[config.mk]
export PLATFORM = sky130hd
export DESIGN_NAME = quad_counter
export DESIGN_NICKNAME = d
export VERILOG_FILES = /design/src/rtl/qc_pkg.sv /design/src/rtl/qc_filter.sv /design/src/rtl/qc_ctrl.sv /design/src/rtl/qc_datapath.sv /design/src/rtl/quad_counter.sv
export SDC_FILE = /design/constraint.sdc
export NUM_CORES = 1
export LEC_CHECK = 0
export BUFFER_PORTS_ARGS = -buffer_cell sky130_fd_sc_hd__buf_4
export CAP_MARGIN = 20
export CORE_ASPECT_RATIO = 0.7
export CORE_MARGIN = 4
export CORE_UTILIZATION = 30
export CTS_CLUSTER_SIZE = 40
export DETAILED_ROUTE_END_ITERATION = 7
export PLACE_DENSITY = 0.55
export SETUP_SLACK_MARGIN = 0.2
export SYNTH_ARGS = -nofsm -noshare
export SYNTH_HDL_FRONTEND = slang
export SYNTH_SLANG_ARGS = --single-unit
[constraint.sdc]
create_clock -name clk -period 14.8 [get_ports clk]
set_input_delay 0.74 -clock clk [delete_from_list [all_inputs] [get_ports clk]]
set_output_delay 0.74 -clock clk [all_outputs]
set_load 0.02 [all_outputs]
[src/rtl/qc_pkg.sv]
package qc_pkg;
  typedef enum logic [1:0] {
    MODE_QUAD = 2'd0,
    MODE_BIN  = 2'd1,
    MODE_DIR  = 2'd2,
    MODE_EDGE = 2'd3
  } countMode_e;

  // strobes from the decode control to the count datapath
  typedef struct packed {
    logic step;
    logic up;
    logic err;
    logic zero;
  } stepCmd_t;

  localparam int CFG_W = 8;
  localparam logic [2:0] ADDR_CFG   = 3'd0;
  localparam logic [2:0] ADDR_COUNT = 3'd1;
  localparam logic [2:0] ADDR_UPPER = 3'd2;
  localparam logic [2:0] ADDR_LOWER = 3'd3;
  localparam logic [2:0] ADDR_STAT  = 3'd4;
endpackage

[src/rtl/qc_filter.sv]
module qc_filter #(
  parameter int DB_W = 16
) (
  input  logic       clk,
  input  logic       rstN,
  input  logic       rawIn,
  input  logic [3:0] logN,
  output logic       clean
);
  logic [1:0]      syncQ;
  logic            stableQ;
  logic [DB_W-1:0] runQ;
  logic [DB_W-1:0] limit;

  assign limit = (DB_W'(1) << logN) - DB_W'(1);

  always_ff @(posedge clk) begin
    if (!rstN) begin
      syncQ   <= '0;
      stableQ <= 1'b0;
      runQ    <= '0;
    end else begin
      syncQ <= {syncQ[0], rawIn};
      if (syncQ[1] == stableQ) begin
        runQ <= '0;
      end else if (runQ == limit) begin
        stableQ <= syncQ[1];
        runQ    <= '0;
      end else begin
        runQ <= runQ + DB_W'(1);
      end
    end
  end

  assign clean = stableQ;
endmodule

[src/rtl/qc_ctrl.sv]
module qc_ctrl
  import qc_pkg::*;
(
  input  logic       clk,
  input  logic       rstN,
  input  logic [2:0] cleanPins,
  input  countMode_e mode,
  output stepCmd_t   cmd
);
  logic [2:0] oldQ;
  logic [1:0] codeNow, codeOld, flip, diff;
  logic       aRise, bRise;

  always_ff @(posedge clk) begin
    if (!rstN) oldQ <= '0;
    else       oldQ <= cleanPins;
  end

  assign codeNow = {cleanPins[0], cleanPins[1]};
  assign codeOld = {oldQ[0], oldQ[1]};
  assign flip    = codeNow ^ codeOld;
  assign diff    = codeNow - codeOld;
  assign aRise   = cleanPins[0] & ~oldQ[0];
  assign bRise   = cleanPins[1] & ~oldQ[1];

  always_comb begin
    cmd      = '0;
    cmd.zero = cleanPins[2] & ~oldQ[2];
    case (mode)
      MODE_QUAD: begin
        if (flip == 2'b11) cmd.err = 1'b1;
        else if (flip != 2'b00) begin
          cmd.step = 1'b1;
          cmd.up   = oldQ[0] ^ cleanPins[1];
        end
      end
      MODE_BIN: begin
        if (diff == 2'd2) cmd.err = 1'b1;
        else if (diff != 2'd0) begin
          cmd.step = 1'b1;
          cmd.up   = (diff == 2'd1);
        end
      end
      MODE_DIR: begin
        cmd.step = aRise;
        cmd.up   = cleanPins[1];
      end
      default: begin
        cmd.step = aRise ^ bRise;
        cmd.up   = aRise;
      end
    endcase
  end
endmodule

[src/rtl/qc_datapath.sv]
module qc_datapath
  import qc_pkg::*;
#(
  parameter int CNT_W = 32
) (
  input  logic             clk,
  input  logic             rstN,
  input  stepCmd_t         cmd,
  input  logic             regWrEn,
  input  logic [2:0]       regAddr,
  input  logic [CNT_W-1:0] regWrData,
  output logic [CNT_W-1:0] regRdData,
  output logic [CFG_W-1:0] cfgOut,
  output logic [CNT_W-1:0] countOut,
  output logic             countEvt,
  output logic             countUp,
  output logic             irqUpper,
  output logic             irqLower,
  output logic             irqZero,
  output logic             quadErr
);
  localparam logic [CNT_W-1:0] ONE     = CNT_W'(1);
  localparam logic [CNT_W-1:0] MAX_POS = {1'b0, {(CNT_W-1){1'b1}}};
  localparam logic [CNT_W-1:0] MIN_NEG = {1'b1, {(CNT_W-1){1'b0}}};

  logic [CFG_W-1:0] cfgQ;
  logic [CNT_W-1:0] countQ, upperQ, lowerQ, nextVal;
  logic             errQ, evtQ, upQ, irqUpQ, irqLoQ, irqZQ;
  logic             overUp, underLo, wrCount;

  assign nextVal = cmd.up ? countQ + ONE : countQ - ONE;
  assign overUp  = $signed(nextVal) > $signed(upperQ);
  assign underLo = $signed(nextVal) < $signed(lowerQ);
  assign wrCount = regWrEn && (regAddr == ADDR_COUNT);

  always_ff @(posedge clk) begin
    if (!rstN) begin
      cfgQ   <= '0;
      countQ <= '0;
      upperQ <= MAX_POS;
      lowerQ <= MIN_NEG;
      errQ   <= 1'b0;
      evtQ   <= 1'b0;
      upQ    <= 1'b0;
      irqUpQ <= 1'b0;
      irqLoQ <= 1'b0;
      irqZQ  <= 1'b0;
    end else begin
      evtQ   <= 1'b0;
      irqUpQ <= 1'b0;
      irqLoQ <= 1'b0;
      irqZQ  <= cmd.zero;
      if (regWrEn && regAddr == ADDR_CFG)   cfgQ   <= regWrData[CFG_W-1:0];
      if (regWrEn && regAddr == ADDR_UPPER) upperQ <= regWrData;
      if (regWrEn && regAddr == ADDR_LOWER) lowerQ <= regWrData;
      if (regWrEn && regAddr == ADDR_STAT)  errQ   <= 1'b0;
      else if (cmd.err)                     errQ   <= 1'b1;
      if (wrCount) begin
        countQ <= regWrData;
      end else if (cmd.zero && cfgQ[6]) begin
        countQ <= '0;
      end else if (cmd.step) begin
        evtQ   <= 1'b1;
        upQ    <= cmd.up;
        irqUpQ <= overUp;
        irqLoQ <= underLo;
        countQ <= (cfgQ[7] && (overUp || underLo)) ? '0 : nextVal;
      end
    end
  end

  always_comb begin
    case (regAddr)
      ADDR_CFG:   regRdData = {{(CNT_W-CFG_W){1'b0}}, cfgQ};
      ADDR_COUNT: regRdData = countQ;
      ADDR_UPPER: regRdData = upperQ;
      ADDR_LOWER: regRdData = lowerQ;
      ADDR_STAT:  regRdData = {{(CNT_W-1){1'b0}}, errQ};
      default:    regRdData = '0;
    endcase
  end

  assign cfgOut   = cfgQ;
  assign countOut = countQ;
  assign countEvt = evtQ;
  assign countUp  = upQ;
  assign irqUpper = irqUpQ;
  assign irqLower = irqLoQ;
  assign irqZero  = irqZQ;
  assign quadErr  = errQ;
endmodule

[src/rtl/quad_counter.sv]
module quad_counter
  import qc_pkg::*;
#(
  parameter int CNT_W = 32,
  parameter int DB_W  = 16
) (
  input  logic             clk,
  input  logic             rstN,
  input  logic             pinA,
  input  logic             pinB,
  input  logic             pinZ,
  input  logic             regWrEn,
  input  logic [2:0]       regAddr,
  input  logic [CNT_W-1:0] regWrData,
  output logic [CNT_W-1:0] regRdData,
  output logic             countEvt,
  output logic             countUp,
  output logic             irqUpper,
  output logic             irqLower,
  output logic             irqZero,
  output logic             quadErr
);
  localparam int NUM_PINS = 3;

  logic [NUM_PINS-1:0] rawPins, cleanPins;
  logic [CFG_W-1:0]    cfgVal;
  logic [CNT_W-1:0]    countVal;
  stepCmd_t            cmd;

  assign rawPins = {pinZ, pinB, pinA};

  for (genvar i = 0; i < NUM_PINS; i++) begin : g_pin
    qc_filter #(.DB_W(DB_W)) u_flt (
      .clk(clk), .rstN(rstN), .rawIn(rawPins[i]),
      .logN(cfgVal[5:2]), .clean(cleanPins[i])
    );
  end

  qc_ctrl u_ctrl (
    .clk(clk), .rstN(rstN), .cleanPins(cleanPins),
    .mode(countMode_e'(cfgVal[1:0])), .cmd(cmd)
  );

  qc_datapath #(.CNT_W(CNT_W)) u_dp (
    .clk(clk), .rstN(rstN), .cmd(cmd),
    .regWrEn(regWrEn), .regAddr(regAddr), .regWrData(regWrData),
    .regRdData(regRdData), .cfgOut(cfgVal), .countOut(countVal),
    .countEvt(countEvt), .countUp(countUp), .irqUpper(irqUpper),
    .irqLower(irqLower), .irqZero(irqZero), .quadErr(quadErr)
  );
endmodule

# [Word level (Yosys, flattened, before mapping)]
# Cells that the tools add are included.
[totals] word_cells=99 reg_bits=170 inputBits=41
[classes] n_bitwise=16 n_addsub=7 eq_ne=15 shifts=1 reduce_logical=23 order_cmp=2 muxes=15
[ops] operator="$mux 32" count=5
[ops] operator="$pmux 32 s5" count=1
[ops] operator="$add 16x1->16 const B" count=3
[ops] operator="$eq 16x16->1" count=3
[ops] operator="$add 32x1->32 const B" count=1
[ops] operator="$gt 32x32->1" count=1
[ops] operator="$lt 32x32->1" count=1
[ops] operator="$sub 32x1->32 const B" count=1
[ops] operator="$shl 1x4->16 const A" count=1
[ops] operator="$sub 16x2->16 const B" count=1
[ops] operator="$reduce_or 3->1" count=4
[ops] operator="$not 1->1" count=10
[ops] operator="$mux 2" count=4
[ops] operator="$logic_and 1x1->1" count=7
[ops] operator="$eq 2x2->1 const B" count=3
[ops] operator="$eq 3x2->1 const B" count=2
[ops] operator="$pmux 2 s3" count=1
[ops] operator="$reduce_and 2->1" count=3
[ops] operator="$eq 2x1->1 const B" count=2
[ops] operator="$reduce_bool 2->1" count=2
[ops] operator="$reduce_or 4->1" count=1
[ops] operator="$and 1x1->1" count=3
[ops] operator="$eq 1x1->1" count=3
[ops] operator="$eq 3x1->1 const B" count=1
[ops] operator="other kinds (12)" count=15

# [Depth between registers and ports, before layout]
# Gate-level depths: netlist of run 1.
[logic_depth] depth_word=13 mapped_depth=28 ltp_nobuf=26

# [By module]
# From an unflattened synthesis of run 1, not the netlist that was laid out.
[hier_totals] cells_unflattened=1601 hier_area_um2=12562.0
[modules_own_cells] mod="qc_datapath" cells_per_inst=1042 area_each_um2=8039.0 seq_area_each_um2=2202.1 n_inst=1
[modules_own_cells] mod="qc_filter (g_pin[1].u_flt)" cells_per_inst=188 area_each_um2=1423.9 seq_area_each_um2=380.4 n_inst=1
[modules_own_cells] mod="qc_filter (g_pin[2].u_flt)" cells_per_inst=166 area_each_um2=1407.6 seq_area_each_um2=380.4 n_inst=1
[modules_own_cells] mod="qc_filter (g_pin[0].u_flt)" cells_per_inst=168 area_each_um2=1395.1 seq_area_each_um2=380.4 n_inst=1
[modules_own_cells] mod="qc_ctrl" cells_per_inst=37 area_each_um2=296.5 seq_area_each_um2=60.1 n_inst=1

# [Worst setup path before layout of run 1]
# No wires, ideal clock.
[synth_timing] path_type="reg2reg" startpoint="register g_pin[1].u_flt.stableQ" endpoint="register u_dp.countQ[16] (netlist: u_dp.countOut[16])" setup_ps=133 arrival_ps=6733 synth_period_minus_slack_ps=6865 setup_slack_ps=7935 required_ps=14667 stages_incl_launch_ff=27 path_cell_list="dfxtp_1 > inv_1 > ha_1 > ha_1 > or4_1 > o22ai_1 > o21ai_1 > ha_1 > buf_2 > a21o_1 > or4_1 > a311oi_1 > a21oi_1 > o31ai_2 > o31ai_1 > xnor2_2 > ha_1 > and4_1 > nand4_1 > or4_1 > a31oi_1 > nor3_1 > mux2_4 > a31o_4 > buf_6 > a22oi_2 > a21oi_1"
[synth_between] elab_chain_cells=13 elab_cells_between_ends=25 cone_classes="1 x add/sub; 2 x order compare; 3 x eq/ne; 10 x mux; 4 x bitwise; 5 x reduce/logical"
[synth_lines] element="start, declared" line="qc_filter.sv:11" source="logic stableQ;"
[synth_lines] element="start signal, assigned" line="qc_filter.sv:27" source="stableQ <= syncQ[1];"
[synth_lines] element="$sub 2x2->2 / $xor 2x2->2 (equally long branches)" line="qc_ctrl.sv:22, qc_ctrl.sv:21"
[synth_lines] element="$eq 2x1->1, or another cell as far along" line="qc_ctrl.sv:41" source="cmd.up = (diff == 2'd1);"
[synth_lines] element="$mux 2, on equally long branches" line="qc_ctrl.sv:39, qc_ctrl.sv:32"
[synth_lines] element="$mux 2, on equally long branches" line="qc_ctrl.sv:38, qc_ctrl.sv:31"
[synth_lines] element="$pmux 2 s3 *" line="qc_ctrl.sv:29" source="case (mode)"
[synth_lines] element="$mux 32" line="qc_datapath.sv:31" source="assign nextVal = cmd.up ? countQ + ONE : countQ - ONE;"
[synth_lines] element="$gt 32x32->1 / $lt 32x32->1 (equally long branches)" line="qc_datapath.sv:32, qc_datapath.sv:33"
[synth_lines] element="$logic_or 1x1->1" line="qc_datapath.sv:67" source="countQ <= (cfgQ[7] && (overUp || underLo)) ? '0 : nextVal;"
[synth_lines] element="$logic_and 1x1->1" line="qc_datapath.sv:67"
[synth_lines] element="$mux 32" line="qc_datapath.sv:67"
[synth_lines] element="$mux 32" line="qc_datapath.sv:62" source="end else if (cmd.step) begin"
[synth_lines] element="$mux 32" line="qc_datapath.sv:60" source="end else if (cmd.zero && cfgQ[6]) begin"
[synth_lines] element="$mux 32" line="qc_datapath.sv:58" source="if (wrCount) begin"
[synth_lines] element="end signal, assigned" line="qc_datapath.sv:59" source="countQ <= regWrData;"
[synth_lines] element="end signal, assigned" line="qc_datapath.sv:67"
[synth_lines] element="end, declared" line="qc_datapath.sv:27" source="logic [CNT_W-1:0] countQ, upperQ, lowerQ, nextVal;"
# Mark *: on every way between the ends. The rest lies on a longest branch, timed or not. The select of a mux whose other input is x is not followed.
# A chain may end at the register's enable or synchronous reset.

# [Final worst setup path of run 1]
[layout_timing] startpoint="register g_pin[1].u_flt.stableQ" endpoint="register u_dp.countQ[30] (netlist: u_dp.countOut[30])"
# Same word-level chain as after synthesis.

==> results of run 1 <==
where the power goes:
part           switching [mW]  total (mW)  leakage (nW)  internal (mW)
clock network           0.200       0.458         0.273          0.258
registers              0.0250       0.507          1.38          0.482
logic                   0.588        1.00          3.67          0.416
total                   0.814        1.97          5.33           1.15
worst max-delay path, cell delays in order, from the launching register on:
cell and delay (ns):
dfxtp_1 0.45, inv_1 0.07, ha_1 0.32, inv_1 0.09, ha_1 0.22, or4_1 0.39, o22ai_1 0.28, o21ai_4 0.33
ha_1 0.50, a21o_1 0.23, or4_1 0.48, a311oi_1 0.44, a21oi_1 0.23, o31ai_2 0.33, o2111ai_1 0.20, xor2_1 0.22
ha_1 0.33, and4_1 0.21, nand4_1 0.12, or4_1 0.57, a31oi_1 0.20, nor3_1 0.09, mux2_4 0.32, a31o_4 0.44
and3_1 0.26, a21o_1 0.17
how the worst max path moves through the flow:
stage	from	end	slack [ns]
after floorplan	g_pin[1].u_flt.clean	u_dp.countOut[16]	7.93
after global placement	g_pin[1].u_flt.clean	u_dp.countOut[30]	7.54
after detailed placement	g_pin[1].u_flt.clean	u_dp.countOut[30]	7.30
after CTS	g_pin[1].u_flt.clean	u_dp.countOut[30]	7.26
after global routing	g_pin[1].u_flt.clean	u_dp.countOut[30]	6.78
final	g_pin[1].u_flt.clean	u_dp.countOut[30]	7.17
routing by layer:
layer,global-route usage (%),share of wire [%],up-vias
li1,-,-,5186
met1,25.5,53,5000
met2,24.3,41,265
met3,3.27,5.2,18
met4,3.38,0.89,0
met5,0,0,-
cell families after synthesis:
family / Yosys count / share of synthesized area, %
and+or+nand+nor: 487 / 19.1
AOI/OAI and AO/OA: 407 / 23.8
buffers and inverters: 178 / 6.11
DFF: 170 / 29.5
xor gates and xnor gates: 103 / 7.90
adders and majority gates: 103 / 11.3
muxes: 16 / 2.30
flip-flops by register name, summed over array words and instances, names as in the netlist, 3 cells and up:
name               cells
u_dp.lowerQ           32
u_dp.cfgOut            8
g_pin.u_flt.clean      3
g_pin.u_flt.syncQ      6
u_dp.countOut         32
u_dp.upperQ           32
g_pin.u_flt.runQ      48
u_ctrl.oldQ            3
stage by stage:
stage / setup slack [ns] / instances
2_1_floorplan: 7.93 / 1464
3_3_place_gp: 7.54 / 1954
3_5_place_dp: 7.30 / 1954
4_1_cts: 7.26 / 1985
5_1_grt: 6.78 / 1986
6_report: 7.17 / 1986
layout by cell type, fill, tap and decap left out, types with 4 or more instances in the layout:
master,count
a21oi_1,97
nor2b_1,19
a21o_1,18
or4_1,4
o211ai_1,33
or3_1,4
xor2_1,55
nor2_1,115
nand3_1,45
nand4_1,23
nand2_1,198
a211oi_1,6
o21bai_1,4
clkbuf_16,17
xnor2_1,47
dfxtp_1,170
mux2i_1,7
mux4_2,8
nor3_1,18
and3_1,15
a22oi_1,26
nand2b_1,5
a21boi_0,41
a22oi_2,29
a31oi_1,6
or2_2,4
o21a_1,4
buf_4,85
o22ai_1,8
o31ai_1,4
o21ai_0,102
and2_1,16
ha_1,102
inv_1,95
nor4_1,11
area by class of cell:
type / count / share of cell area [%]
clock buffer: 22 / 3.56
clock inverter: 9 / 0.873
inverter: 95 / 2.73
multi-input combinational: 1116 / 57.0
sequential: 170 / 26.1
tap: 488 / 4.68
timing repair buffer: 86 / 5.05
==> metrics.csv, run 1 <==
metric;value;unit
status;completed;
final_area;0.0130;mm²
syn_avg_cell_area;7.87;µm²
fmax;0.131;GHz
yosys-top-cells-area;dfxtp_1 (30%), ha_1 (11%), nand2_1 (6.5%);
synth_cells;1464;
cap_violations;0;
first_iter_violations;926;
dpl-instance-area;0.0124;mm²
synth_top_area_share;29.5;%
drv_slew;0;
drive_gt1_share;11.3;%
seqCellArea;0.00340;mm²
hold_path_class;register to register;
synthToLayoutAreaGrowth;13.2;%
power.density;151;mW/mm²
synth_top_flop_cell;dfxtp_1;
vdd_ir_drop_max;0.0000839;V
ctsHoldBuffers;0;
synth-async-reset-ratio;0;%
nets;1630;
reg2reg_from;g_pin[1].u_flt.clean;
hold_start;g_pin[1].u_flt.syncQ[0];
clockRootBuffer;clkbuf_16;
rrSetupSlack;7.17;ns
worstPathRequired;15.15;ns
min_period;7.63;ns
die_h;172;µm
cp_max_fo;33;
cts_sinks;170;
clock_latency;0.46;ns
vias_per_cell;5.27;
pin_count;79;
cts_tree;yes;
seq_area_frac_synth;29.5;%
totalWireLength;35100;µm
num_vias;10500;
power.leakage;5.33;nW
synth_seq_cells;170;
wl_per_cell;17.7;µm
fin_skew;0.0109;ns
clk_pin_slew_worst_paths;0.07;ns
synth_edf_count;0;
finalHoldViolations;0;
setup_viol_count_final;0;
worstRegToRegCells;25;
synth_common_cells;nand2_1 (199), dfxtp_1 (170), nor2_1 (116), ha_1 (102), o21ai_0 (102);
io_buffers;78;
grt_pass1_vias;9579;
die_w;242;µm
fill_cells;3951;
drcViolationCount;0;
hold_path_depth;1;
rows;59;
worstSetupStartpointType;register;
grt_usage;16.7;%
die_area;0.0417;mm²
worst_slew_pin_slew;1.01;ns
rsz0062_at_grt;no;
num_antenna_cells;0;
postCtsSetupBuffers;0;
p_total;1.97;mW
path_class;register to register;
synth_most_common_cell;nand2_1;
numCtsBuffers;17;
gp_congestion;0.858;
yosys.area.top_type;dfxtp_1;
max-clock-path-buffers;2;
yosysUniqueCellTypes;66;
hold_path_end;g_pin[1].u_flt.syncQ[1];
synth_area;0.0115;mm²
syn_nets;1608;
cts_resized;0;
hold_slack;0.438;ns
antenna_found_initial;0;
fin_tns_setup;0;ns
start_util;30.7;%
fp.coreArea;0.0375;mm²
h-tree-depth;4;
ys_warn_count;0;
multi_input_area;0.00744;mm²
overflow;0;
final_antenna_net_count;0;
timing.rr.end;u_dp.countOut[30];
dr.pass1.iters;6;
slew_headroom;32.4;%
grt_pass1_wl;55300;µm
worstPathArrival;7.99;ns
grt_max_degree;64;
utilization;34.8;%
hpwl;25300;µm
period_share;51.6;%
timing.critical_path.to_type;register;
(Power assumes the default switching activity.)
==> run 2: changes to the inputs <==
clock period = 7.05 ns   (was 14.8 ns; I/O delays follow)
==> run 2 against run 1 <==
Compared with the run above:
- core utilization increased by 1.3 points
- global-route usage increased by 0.17 points
- critical path depth increased by 4
- count of clock-buffer cells in the layout shrank 5
- sequential cell count did not move
- sequential power grew 110%
- largest power group unchanged
- critical path type unchanged
- worst setup slack worse by 6.7 ns
- clock power is 110% higher
- hold slack worse by 0.33 ns
- via count rose by 0.87%
- cell count up 1.6%
- die area did not move
==> metrics.csv, run 2 (synthesized netlist as in run 1, its figures left out) <==
metric;value;unit;change
grt_pass1_vias;9814;;was 9,579
power.leakage;5.50;nW;was 5.33 nW
largest_reg_flops;48;;unchanged
status;completed;;unchanged
antenna_found_initial;0;;unchanged
cap_violations;0;;unchanged
numCtsBuffers;17;;unchanged
drive_gt1_share;14.9;%;was 11.3%
cts_tree;yes;;unchanged
worst_slew_pin_slew;0.846;ns;was 1.01 ns
layout_commonest_cell;nand2_1;;unchanged
die_area;0.0417;mm²;unchanged
fmax;0.151;GHz;was 0.131 GHz
hold_slack;0.105;ns;was 0.438 ns
ctsHoldBuffers;0;;unchanged
clock_latency;0.46;ns;about the same
top_register;g_pin.u_flt.runQ;;unchanged
grt_pass1_wl;56100;µm;was 55,300 µm
pin_count;79;;unchanged
start_util;30.7;%;unchanged
utilization;36.1;%;was 34.8%
grt_max_degree;84;;was 64
fin_skew;0.0188;ns;was 0.0109 ns
io_buffers;78;;unchanged
drv_slew;0;;unchanged
timing.critical_path.to_type;register;;unchanged
first_iter_violations;892;;was 926
power.density;319;mW/mm²;was 151 mW/mm²
drcViolationCount;0;;unchanged
die_w;242;µm;unchanged
cts_sinks;170;;unchanged
path_class;register to register;;unchanged
dr.pass1.iters;5;;was 6
rows;59;;unchanged
slowest_stage;or4_4;;was or4_1
finalHoldViolations;0;;unchanged
worstPathArrival;6.95;ns;was 7.99 ns
worstSetupStartpointType;register;;unchanged
die_h;172;µm;unchanged
final_cell_mix;nand2_1 (197), dfxtp_1 (170), nor2_1 (115);;was nand2_1 (198), dfxtp_1 (170), nor2_1 (115)
worstPathRequired;7.37;ns;was 15.15 ns
setup_viol_count_final;0;;unchanged
num_vias;10600;;was 10,500
vdd_ir_drop_max;0.000184;V;was 0.0000839 V
hpwl;25000;µm;was 25,300 µm
hold_path_class;input port to register;;was register to register
min_period;6.63;ns;was 7.63 ns
totalWireLength;36000;µm;was 35,100 µm
overflow;0;;unchanged
rsz0062_at_grt;no;;unchanged
max-clock-path-buffers;2;;unchanged
p_total;4.32;mW;was 1.97 mW
period_share;94.1;%;was 51.6%
h-tree-depth;4;;unchanged
fp.coreArea;0.0375;mm²;unchanged
clockRootBuffer;clkbuf_16;;unchanged
gp_congestion;0.886;;was 0.858
cp_max_fo;8;;was 33
max_stage_delay;0.44;ns;was 0.57 ns
final_antenna_net_count;0;;unchanged
slew_headroom;43.6;%;was 32.4%
nets;1659;;was 1,630
wl_per_cell;17.8;µm;was 17.7 µm
synthToLayoutAreaGrowth;17.6;%;was 13.2%
grt_usage;16.9;%;was 16.7%
clk_pin_slew_worst_paths;0.08;ns;was 0.07 ns
vias_per_cell;5.24;;was 5.27
## run 2: report_power, final
group	total (mW)	internal [mW]	switching, mW
logic	2.32	1.01	1.31
clock network	0.941	0.491	0.450
registers	1.06	1.01	0.0496
total	4.32	2.51	1.81
## run 2: worst max-delay path: cells and delay by family (launching register included)
| kind | cells | cell delay [ns] |
|---|---|---|
| flops | 1 | 0.34 |
| fa+ha+maj | 4 | 1.19 |
| mux | 1 | 0.37 |
| simple gates | 5 | 1.27 |
| xor+xnor | 1 | 0.32 |
| buf+inv | 7 | 0.96 |
| compound gates | 11 | 2.02 |
## run 2: path summary, 6_finish.rpt
| check | startpoint | end | cells after the start | slack, ns |
|---|---|---|---|---|
| worst max-delay path | g_pin[1].u_flt.clean | u_dp.countOut[4] | 29 | 0.42 |
| worst min-delay path | pinB | g_pin[1].u_flt.syncQ[0] | 2 | 0.11 |
| worst max register to register | g_pin[1].u_flt.clean | u_dp.countOut[4] | 29 | 0.42 |
| worst min register to register | g_pin[2].u_flt.syncQ[0] | g_pin[2].u_flt.syncQ[1] | 1 | 0.45 |
## run 2: per-stage QoR
step	std cells	area, µm²	worst slack (ns)	setup TNS, ns
after floorplan	1464	11500	0.574	0
after global placement	1963	12500	0.0673	0
after detailed placement	1963	12500	-0.0812	-0.0845
after CTS	1999	13200	0.230	0
after global routing	2016	13500	0.125	0
final	2017	13600	0.416	0
## run 2: metal layers
metal	global-route usage, %	part of all wire, %	vias to the layer above
li1	-	-	5257
met1	25.7	53	5004
met2	24.1	41	270
met3	2.70	4.8	29
met4	5.22	1.4	0
met5	0	0	-
## run 2: repair_timing
action                                 4_1_cts  5_1_grt
setup buffers                                1       15
gates cloned                                 3        1
endpoints found under the hold margin        0        0
setup endpoints to repair                   32       32
resized for setup                           12       27
pin swaps                                    4       13
## run 2: final cells by class
class	count	area, µm²
Antenna cell	1	2.50
Timing Repair Buffer	111	908
Inverter	95	357
Clock inverter	15	138
Multi-Input combinational cell	1120	7710
Fill cell	3909	24000
Sequential cell	170	3400
Clock buffer	17	425
Tap cell	488	611
